[src/rtl/jmc_pkg.sv]
package jmc_pkg;
  localparam int TC_W = 6;
  localparam logic [TC_W-1:0] TC_ACCESS = 6'h1C;

  typedef enum logic [TC_W-1:0] {
    ST_NONE    = 6'h00,
    ST_RD_OK   = 6'h21,
    ST_WR_OK   = 6'h22,
    ST_BAD_TC  = 6'h3E,
    ST_BAD_IDX = 6'h3F
  } status_e;
endpackage

[src/rtl/jmc_ir.sv]
module jmc_ir #(
  parameter int IR_LEN = 4,
  parameter logic [IR_LEN-1:0] OP_ENABLE  = 4'hC,
  parameter logic [IR_LEN-1:0] OP_MSG_IN  = 4'hD,
  parameter logic [IR_LEN-1:0] OP_MSG_OUT = 4'hE
) (
  input  logic tck,
  input  logic rst_n,
  input  logic tdi,
  input  logic capture_ir,
  input  logic shift_ir,
  input  logic update_ir,
  output logic ir_so,
  output logic sel_in,
  output logic sel_out,
  output logic armed
);
  logic [IR_LEN-1:0] sr_q, sr_d, cur_q, cur_d;
  logic              arm_q, arm_d;
  logic              keeps_arm;

  always_comb begin
    sr_d = sr_q;
    if (capture_ir)    sr_d = IR_LEN'(1);
    else if (shift_ir) sr_d = {tdi, sr_q[IR_LEN-1:1]};

    keeps_arm = (sr_q == OP_MSG_IN) || (sr_q == OP_MSG_OUT);
    cur_d = cur_q;
    arm_d = arm_q;
    if (update_ir) begin
      cur_d = sr_q;
      arm_d = (sr_q == OP_ENABLE) || (arm_q && keeps_arm);
    end
  end

  always_ff @(posedge tck or negedge rst_n) begin
    if (!rst_n) begin
      sr_q  <= '0;
      cur_q <= '1;
      arm_q <= 1'b0;
    end else begin
      sr_q  <= sr_d;
      cur_q <= cur_d;
      arm_q <= arm_d;
    end
  end

  assign ir_so   = sr_q[0];
  assign armed   = arm_q;
  assign sel_in  = arm_q && (cur_q == OP_MSG_IN);
  assign sel_out = arm_q && (cur_q == OP_MSG_OUT);
endmodule

[src/rtl/jmc_msg_in.sv]
module jmc_msg_in
  import jmc_pkg::*;
#(
  parameter int IDX_W    = 8,
  parameter int DATA_W   = 32,
  parameter int NUM_REGS = 16
) (
  input  logic              tck,
  input  logic              rst_n,
  input  logic              tdi,
  input  logic              sel,
  input  logic              capture_dr,
  input  logic              shift_dr,
  input  logic              update_dr,
  input  logic [DATA_W-1:0] rf_rdata,
  output logic              so,
  output logic              rf_we,
  output logic [IDX_W-1:0]  rf_addr,
  output logic [DATA_W-1:0] rf_wdata,
  output logic [TC_W-1:0]   res_code,
  output logic [DATA_W-1:0] res_data
);
  localparam int MSG_W   = TC_W + 1 + IDX_W + DATA_W;
  localparam int WR_POS  = TC_W;
  localparam int IDX_POS = TC_W + 1;
  localparam int DAT_POS = IDX_POS + IDX_W;
  localparam logic [IDX_W:0] LIMIT = (IDX_W+1)'(NUM_REGS);

  logic [MSG_W-1:0]  sr_q, sr_d;
  logic              upd_q;
  logic [TC_W-1:0]   code_q, code_d;
  logic [DATA_W-1:0] data_q, data_d;

  logic [TC_W-1:0]   f_tc;
  logic              f_wr;
  logic [IDX_W-1:0]  f_idx;
  logic [DATA_W-1:0] f_dat;
  logic              tc_ok, idx_ok, upd_edge;

  assign f_tc  = sr_q[TC_W-1:0];
  assign f_wr  = sr_q[WR_POS];
  assign f_idx = sr_q[IDX_POS +: IDX_W];
  assign f_dat = sr_q[DAT_POS +: DATA_W];

  assign tc_ok    = (f_tc == TC_ACCESS);
  assign idx_ok   = ({1'b0, f_idx} < LIMIT);
  assign upd_edge = sel && update_dr && !upd_q;

  always_comb begin
    sr_d = sr_q;
    if (sel && capture_dr)    sr_d = '0;
    else if (sel && shift_dr) sr_d = {tdi, sr_q[MSG_W-1:1]};

    code_d = code_q;
    data_d = data_q;
    if (upd_edge) begin
      if (!tc_ok) begin
        code_d = ST_BAD_TC;
        data_d = '0;
      end else if (!idx_ok) begin
        code_d = ST_BAD_IDX;
        data_d = '0;
      end else if (f_wr) begin
        code_d = ST_WR_OK;
        data_d = f_dat;
      end else begin
        code_d = ST_RD_OK;
        data_d = rf_rdata;
      end
    end
  end

  always_ff @(posedge tck or negedge rst_n) begin
    if (!rst_n) begin
      sr_q   <= '0;
      upd_q  <= 1'b0;
      code_q <= ST_NONE;
      data_q <= '0;
    end else begin
      sr_q   <= sr_d;
      upd_q  <= update_dr;
      code_q <= code_d;
      data_q <= data_d;
    end
  end

  assign so       = sr_q[0];
  assign rf_we    = upd_edge && tc_ok && idx_ok && f_wr;
  assign rf_addr  = f_idx;
  assign rf_wdata = f_dat;
  assign res_code = code_q;
  assign res_data = data_q;
endmodule

[src/rtl/jmc_msg_out.sv]
module jmc_msg_out
  import jmc_pkg::*;
#(
  parameter int DATA_W = 32
) (
  input  logic              tck,
  input  logic              rst_n,
  input  logic              tdi,
  input  logic              sel,
  input  logic              capture_dr,
  input  logic              shift_dr,
  input  logic [TC_W-1:0]   res_code,
  input  logic [DATA_W-1:0] res_data,
  output logic              so
);
  localparam int OUT_W = TC_W + DATA_W;

  logic [OUT_W-1:0] sr_q, sr_d;

  always_comb begin
    sr_d = sr_q;
    if (sel && capture_dr)    sr_d = {res_data, res_code};
    else if (sel && shift_dr) sr_d = {tdi, sr_q[OUT_W-1:1]};
  end

  always_ff @(posedge tck or negedge rst_n) begin
    if (!rst_n) sr_q <= '0;
    else        sr_q <= sr_d;
  end

  assign so = sr_q[0];
endmodule

[src/rtl/jtag_msg_client.sv]
module jtag_msg_client
  import jmc_pkg::*;
#(
  parameter int IR_LEN   = 4,
  parameter int IDX_W    = 8,
  parameter int DATA_W   = 32,
  parameter int NUM_REGS = 16,
  parameter logic [IR_LEN-1:0] OP_ENABLE  = 4'hC,
  parameter logic [IR_LEN-1:0] OP_MSG_IN  = 4'hD,
  parameter logic [IR_LEN-1:0] OP_MSG_OUT = 4'hE
) (
  input  logic              tck,
  input  logic              trst_n,
  input  logic              tdi,
  input  logic              capture_dr,
  input  logic              shift_dr,
  input  logic              update_dr,
  input  logic              capture_ir,
  input  logic              shift_ir,
  input  logic              update_ir,
  output logic              tdo,
  output logic              rf_we,
  output logic [IDX_W-1:0]  rf_addr,
  output logic [DATA_W-1:0] rf_wdata,
  input  logic [DATA_W-1:0] rf_rdata
);
  logic [1:0]        rst_sync_q;
  logic              rst_n;
  logic              byp_q, byp_d;
  logic              ir_so, in_so, out_so;
  logic              sel_in, sel_out, armed;
  logic [TC_W-1:0]   res_code;
  logic [DATA_W-1:0] res_data;

  always_ff @(posedge tck or negedge trst_n) begin
    if (!trst_n) rst_sync_q <= 2'b00;
    else         rst_sync_q <= {rst_sync_q[0], 1'b1};
  end
  assign rst_n = rst_sync_q[1];

  always_comb begin
    byp_d = byp_q;
    if (capture_dr)    byp_d = 1'b0;
    else if (shift_dr) byp_d = tdi;
  end

  always_ff @(posedge tck or negedge rst_n) begin
    if (!rst_n) byp_q <= 1'b0;
    else        byp_q <= byp_d;
  end

  jmc_ir #(
    .IR_LEN(IR_LEN), .OP_ENABLE(OP_ENABLE),
    .OP_MSG_IN(OP_MSG_IN), .OP_MSG_OUT(OP_MSG_OUT)
  ) u_ir (
    .tck(tck), .rst_n(rst_n), .tdi(tdi),
    .capture_ir(capture_ir), .shift_ir(shift_ir), .update_ir(update_ir),
    .ir_so(ir_so), .sel_in(sel_in), .sel_out(sel_out), .armed(armed)
  );

  jmc_msg_in #(
    .IDX_W(IDX_W), .DATA_W(DATA_W), .NUM_REGS(NUM_REGS)
  ) u_in (
    .tck(tck), .rst_n(rst_n), .tdi(tdi), .sel(sel_in),
    .capture_dr(capture_dr), .shift_dr(shift_dr), .update_dr(update_dr),
    .rf_rdata(rf_rdata), .so(in_so), .rf_we(rf_we), .rf_addr(rf_addr),
    .rf_wdata(rf_wdata), .res_code(res_code), .res_data(res_data)
  );

  jmc_msg_out #(
    .DATA_W(DATA_W)
  ) u_out (
    .tck(tck), .rst_n(rst_n), .tdi(tdi), .sel(sel_out),
    .capture_dr(capture_dr), .shift_dr(shift_dr),
    .res_code(res_code), .res_data(res_data), .so(out_so)
  );

  always_comb begin
    if (shift_ir)     tdo = ir_so;
    else if (sel_in)  tdo = in_so;
    else if (sel_out) tdo = out_so;
    else              tdo = byp_q;
  end
endmodule

[config.mk]
export PLATFORM = sky130hd
export DESIGN_NAME = jtag_msg_client
export DESIGN_NICKNAME = d
export VERILOG_FILES = /design/src/rtl/jmc_pkg.sv /design/src/rtl/jmc_ir.sv /design/src/rtl/jmc_msg_in.sv /design/src/rtl/jmc_msg_out.sv /design/src/rtl/jtag_msg_client.sv
export SDC_FILE = /design/constraint.sdc
export NUM_CORES = 1
export LEC_CHECK = 0
export ABC_AREA = 1
export BUFFER_PORTS_ARGS = -buffer_cell sky130_fd_sc_hd__buf_2
export CORE_ASPECT_RATIO = 1.25
export CORE_MARGIN = 2
export CORE_UTILIZATION = 60
export CTS_CLUSTER_DIAMETER = 80
export DETAILED_ROUTE_END_ITERATION = 12
export PLACE_DENSITY = 0.82
export SETUP_SLACK_MARGIN = 0.02
export SYNTH_ARGS = -nofsm -noshare
export SYNTH_HDL_FRONTEND = slang
export SYNTH_SLANG_ARGS = --single-unit
export TNS_END_PERCENT = 1
[constraint.sdc]
create_clock -name tck -period 11.1 [get_ports tck]
set_input_delay 0 -clock tck [delete_from_list [all_inputs] [get_ports tck]]
set_output_delay 0 -clock tck [all_outputs]
set_load 0.02 [all_outputs]
==> impl_metrics.ini, run 1 <==
[outcome]
outcome = finished clean

[logic_synthesis]
synthCells = 852
ys_types = 27
synth_largest_area_cell = dfrtp_1
synthTopCellsByCount = nand2_1 (322), dfrtp_1 (130), nor2_1 (78), inv_1 (61), buf_4 (48)
ys_ff_latch = 134
synth.area.top_cells = dfrtp_1 (50%), nand2_1 (18%), buf_4 (5.5%), nor2_1 (4.5%), nand3_1 (3.5%)
ys.flop_type = dfrtp_1
avgSynthCellArea_um2 = 7.70
synth_nets = 893
synth_top_cell_area_share_pct = 49.6
seq_area_frac_synth_pct = 51.2
synth_warnings = 0
synth.most_common_cell = nand2_1
ys_async_sr_fraction_pct = 100
syn-cell-area_um2 = 6560
synth_edf_count = 0

[place]
dp_hpwl_um = 9150
dpl_cell_area_um2 = 6650
numPortBuffers = 82
gp_congestion = 0.865

[critical_path]
cp-end-kind = flip-flop
crit_slowest_cell = nor2_4
crit_path_max_incr_delay_ns = 0.92
r2r_setup_slack_ns = 8.39
start_kind = flip-flop
required_ns = 11.45
r2r-start = u_ir.cur_q[2]
cp_max_fo = 40
crit_start = u_ir.cur_q[2]
critPathArrivalTime_ns = 3.06
crit_type = flip-flop to flip-flop
path_cells = nand2_2 > nor2_4 > nand3_2 > nor2_4 > nand2_1 > nand2_1

[die]
dieArea_um2 = 11800
initial_core_util_pct = 61.8
core_region_area_um2 = 10600
io_pins = 83
die_w_um = 97.5
fp.dieH_um = 121
num_rows = 42

[sta]
fmax_mhz = 370
worst_pin_slew_ns = 1.12
rsz0062_at_grt = false
skew_ns = 0.00869
tns_ns = 0
hold_violations = 0
final-setup-viol-count = 0
slew_viol_final = 0
fin_crit_sh_pct = 24.4
slew_headroom_pct = 25.2
period_minus_slack_ns = 2.71

[min_path]
min_path_type = input port to flip-flop
hp-start = capture_dr

[grt]
grt-ovfl-total = 0
grt_pass1_vias = 5647
use_met2_pct = 47.2
grt_pass1_wl_um = 27500
grt_use_total_pct = 29.2
use_met1_pct = 37.4
grtUsageMet3_pct = 6.97
antenna_found_initial = 1
busiest_layer = met2
grt_max_degree = 72

[routing]
first_pass_iters = 5
routed_wl_um = 16100
drc = 0
viasPerCell = 5.44
ant_nets = 0
first_iter_violations = 569
via_count = 5785
wire_per_inst_um = 15.2

[clock_tree]
cts_tree = yes
cts_buffer_depth = 2
cts_sinks = 134
clkTransAtPathRegs_ns = 0.05
htree_levels = 4
cts_buffers = 17
cts_root_buf = clkbuf_16
clk-insertion-delay-late_ns = 0.42

[power_and_ir_drop]
leakagePower_nw = 4.08
cellPowerDensity_nw_per_um2 = 147
finalPower_mw = 1.12
ir_drop_mv = 0.123

[cells_and_area]
syn_to_final_growth_pct = 16.3
nets = 958
fin_util_pct = 71.9
finalInstanceArea_um2 = 7630
nFillCells = 774
drive_above_1_share_pct = 14.5
multi_input_area_um2 = 2410
regArea_um2 = 3360

[job]
cap_violations = 0
==> worst max-delay path, delay by kind of cell (launching register included) <==
kind / cells / cell delay [ns]
simple gates: 6 / 2.08
flops: 1 / 0.54
==> through the flow <==
stage | worst slack, ns | hold slack [ns] | cells
global placement | 8.55 | -0.212 | 988
finish | 8.39 | 0.0329 | 1063
CTS | 8.48 | 0.0227 | 1062
detailed placement | 8.51 | -0.213 | 988
floorplan | 7.10 | -0.296 | 852
global route | 8.16 | 0.0892 | 1063
==> worst paths after layout <==
path,endpoint,depth (start not counted)
setup / recovery,u_in.res_data[9],6
hold / removal,u_out.sr_q[5],4
setup reg to reg,u_in.res_data[9],6
hold reg to reg,rst_sync_q[1],0
max in group asynchronous,u_in.res_data[24],1
min in group asynchronous,rst_sync_q[1],3
==> power by group <==
group	internal, mW	switching, mW	leakage [nW]	total [mW]
sequential	0.499	0.0108	1.64	0.510
clock	0.337	0.199	0.278	0.536
combinational	0.0295	0.0457	2.16	0.0752
==> sequential cells by signal, indices dropped and copies added (netlist names), 2 cells and up <==
| name | count |
|---|---|
| u_in.sr_q | 47 |
| u_out.sr_q | 38 |
| u_in.res_data | 32 |
| u_in.res_code | 4 |
| u_ir.cur_q | 4 |
| u_ir.sr_q | 4 |
| rst_sync_q | 2 |
==> logic make-up (layout without fill, tap and decap cells) <==
logic type	count (synthesis)	count (layout)	synth area share (%)
AND/OR/NAND/NOR	461	461	28.6
buffers and inverters	152	230	12.0
flip-flops	134	134	51.2
AO/OA/AOI/OAI	104	104	8.15
other	1	2	0.0572
==> cell usage in the layout, fill, tap and decap left out, types with 4 or more instances in the layout <==
cell,Yosys,layout
clkbuf_16,0,17
inv_1,61,61
inv_2,6,6
nor2_1,78,78
buf_4,48,5
dfrtp_1,130,129
dfstp_2,4,4
a21oi_1,38,38
buf_2,15,82
o21ai_1,18,18
clkbuf_8,0,5
clkbuf_1,15,6
nand3_1,46,46
dlygate4sd3_1,0,42
nand2_1,322,322
o21ai_0,42,42
==> metal layers <==
layer / vias up / wire [um]
met3: 66 / 999
met1: 2719 / 6650
met4: 0 / 702
met2: 270 / 7790
met5: - / 0
li1: 2730 / -
==> cell type report <==
cell class	count	share of cell area, %
sequential	134	44.1
multi-input combinational	566	31.6
timing repair buffer	129	11.4
clock buffer	28	6.77
inverter	69	3.39
tap	132	2.16
clock inverter	4	0.590
antenna	1	0.0328
==> repair_timing <==
action                    4_1_cts  5_1_grt
hold buffers                   42        0
hold endpoints to repair       47        0
setup buffers                   0        0
gates resized for setup         0        0
Power figures use the tool's default switching activity.
==> inputs of run 2 (changes only) <==
--- a/config.mk
+++ b/config.mk
@@ -9,10 +9,10 @@
 export BUFFER_PORTS_ARGS = -buffer_cell sky130_fd_sc_hd__buf_2
 export CORE_ASPECT_RATIO = 1.25
 export CORE_MARGIN = 2
-export CORE_UTILIZATION = 60
+export CORE_UTILIZATION = 52
 export CTS_CLUSTER_DIAMETER = 80
 export DETAILED_ROUTE_END_ITERATION = 12
-export PLACE_DENSITY = 0.82
+export PLACE_DENSITY = 0.76
 export SETUP_SLACK_MARGIN = 0.02
 export SYNTH_ARGS = -nofsm -noshare
 export SYNTH_HDL_FRONTEND = slang
==> constraint.sdc (replaced) <==
create_clock -name tck -period 2.4 [get_ports tck]
set_input_delay 0 -clock tck [delete_from_list [all_inputs] [get_ports tck]]
set_output_delay 0 -clock tck [all_outputs]
set_load 0.02 [all_outputs]
==> run 2 against run 1 <==
Core utilization down 8.2 points. Flip-flop and latch count unchanged. Hold slack got worse by 0.015 ns. Global-route usage down 4.9 points. Clock-buffer cell count is 6 lower. Critical path depth is the same. Sequential share of layout area fell by 0.86 points. Sequential power increased to 4.6 times the previous value. Die area grew 15%. Final cell count rose by 3.9%. Largest cell class unchanged.
==> impl_metrics.ini, run 2 (synthesized netlist as in run 1, its figures left out) <==
[outcome]
outcome = finished clean

[clock_tree]
clk-insertion-delay-late_ns = 0.42
cts_tree = yes
cts_buffer_depth = 2
holdBufCountCts = 41
htree_levels = 4
cts_sinks = 134
cts_root_buf = clkbuf_16
clkTransAtPathRegs_ns = 0.06
cts_buffers = 17
post_cts_buffers = 0
cts_resized = 0

[cells_and_area]
final_common_cell = nand2_1
regMostFlops = u_in.sr_q
layout_common_cells = nand2_1 (322), dfrtp_1 (129), buf_2 (82)
drive_above_1_share_pct = 15.7
syn_to_final_growth_pct = 18.7
nFillCells = 1011
nets = 967
largest_reg_flops = 47
finalInstanceArea_um2 = 7780

[critical_path]
cp-end-kind = output port
cp_max_fo = 19
r2r-start = u_ir.sr_q[1]
required_ns = 2.40
crit_type = flip-flop to output port
crit_start = u_ir.cur_q[3]
critPathArrivalTime_ns = 2.02
start_kind = flip-flop

[grt]
grt_pass1_wl_um = 26100
grt_use_total_pct = 24.3
grt-ovfl-total = 0
grt_pass1_vias = 5416
antenna_found_initial = 1
grt_max_degree = 58

[die]
io_pins = 83
initial_core_util_pct = 53.7
core_region_area_um2 = 12200
fp.dieH_um = 130
num_rows = 45
dieArea_um2 = 13500
die_w_um = 104

[routing]
ant_nets = 0
wire_per_inst_um = 14.7
first_pass_iters = 6
first_iter_violations = 496
routed_wl_um = 16300
viasPerCell = 5.26
drc = 0
via_count = 5804

[power_and_ir_drop]
pwr-share-comb_pct = 7.0
internal_power_mw = 4.10
leakagePower_nw = 4.14
power_frac_seq_pct = 44.3
swShare_pct = 22.6
switching_power_mw = 1.20
ir_drop_mv = 0.521
cellPowerDensity_nw_per_um2 = 681
pwr-share-clk_pct = 48.7

[sta]
slew_headroom_pct = 47.4
final-setup-viol-count = 0
skew_ns = 0.00756
fin_crit_sh_pct = 84.0
period_minus_slack_ns = 2.02
worst_pin_slew_ns = 0.788
tns_ns = 0
slew_viol_final = 0
hold_violations = 0
rsz0062_at_grt = false
fmax_mhz = 496
hold_ws_ns = 0.0178

[place]
dp_hpwl_um = 9710
dpl_cell_area_um2 = 6790
gp_congestion = 0.891
numPortBuffers = 82

[min_path]
hp-start = capture_dr
min_path_type = input port to flip-flop

[job]
cap_violations = 0
-- run 2: cell count changes in the layout (fill, tap and decap cells not counted), sizes merged --
| cell | change |
|---|---|
| buf | +10 |
| bufinv | +2 |
| clkbuf | -6 |
| clkinv | +2 |
| clkinvlp | +2 |
| dlygate4sd3 | -1 |
-- run 2: area by class of cell --
type	instances	area [um2]	share of cell area (%)
flip-flops and latches	134	3360	43.2
repair buffers	138	958	12.3
clock inverters	10	130	1.67
multi-input cells	566	2410	31.0
diodes	1	2.50	0.0321
clock buffers	22	454	5.84
inverters	69	259	3.33
well taps	164	205	2.64
-- run 2: power by group through the flow --
stage | Sequential (mW) | Combinational (mW) | Clock, mW
after detailed placement | 2.39 | 0.306 | 0
after CTS | 2.35 | 0.361 | 2.61
final | 2.35 | 0.369 | 2.58
after global routing | 2.35 | 0.406 | 2.71
after global placement | 2.39 | 0.305 | 0
after floorplan | 2.40 | 0.191 | 0
-- run 2: stage by stage --
| step | worst slack [ns] | power (mW) | utilization, % | instances |
|---|---|---|---|---|
| after CTS | 0.382 | 5.32 | 63.7 | 1103 |
| after floorplan | 0.175 | 2.59 | - | 852 |
| after global routing | 0.319 | 5.47 | 63.7 | 1104 |
| after global placement | 0.742 | 2.69 | 55.5 | 1030 |
| final | 0.385 | 5.30 | 63.7 | 1104 |
| after detailed placement | 0.692 | 2.69 | 55.5 | 1030 |
-- run 2: worst max-delay path, stage by stage, from the launching register on --
cell and delay [ns]:
dfstp_2 0.54, nand2_2 0.09, nor2_4 0.12, nand3_2 0.07
buf_4 0.20, nor3_1 0.34, buf_2 0.24
-- run 2: path summary, 6_finish.rpt --
path,to,slack (ns),depth (start not counted)
hold reg to reg,u_ir.sr_q[2],0.32,0
max in group asynchronous,u_out.sr_q[17],1.39,1
hold / removal,u_out.sr_q[5],0.02,4
setup reg to reg,u_ir.sr_q[0],0.57,4
min in group asynchronous,u_ir.sr_q[2],0.32,0
setup / recovery,rf_we,0.38,6
-- run 2: metal layers --
metal	vias up	share of wire, %	global-route usage, %
li1	2741	-	-
met1	2753	42	31.5
met2	267	49	40.1
met3	43	5.7	4.83
met4	0	2.8	10.5
met5	-	0	0
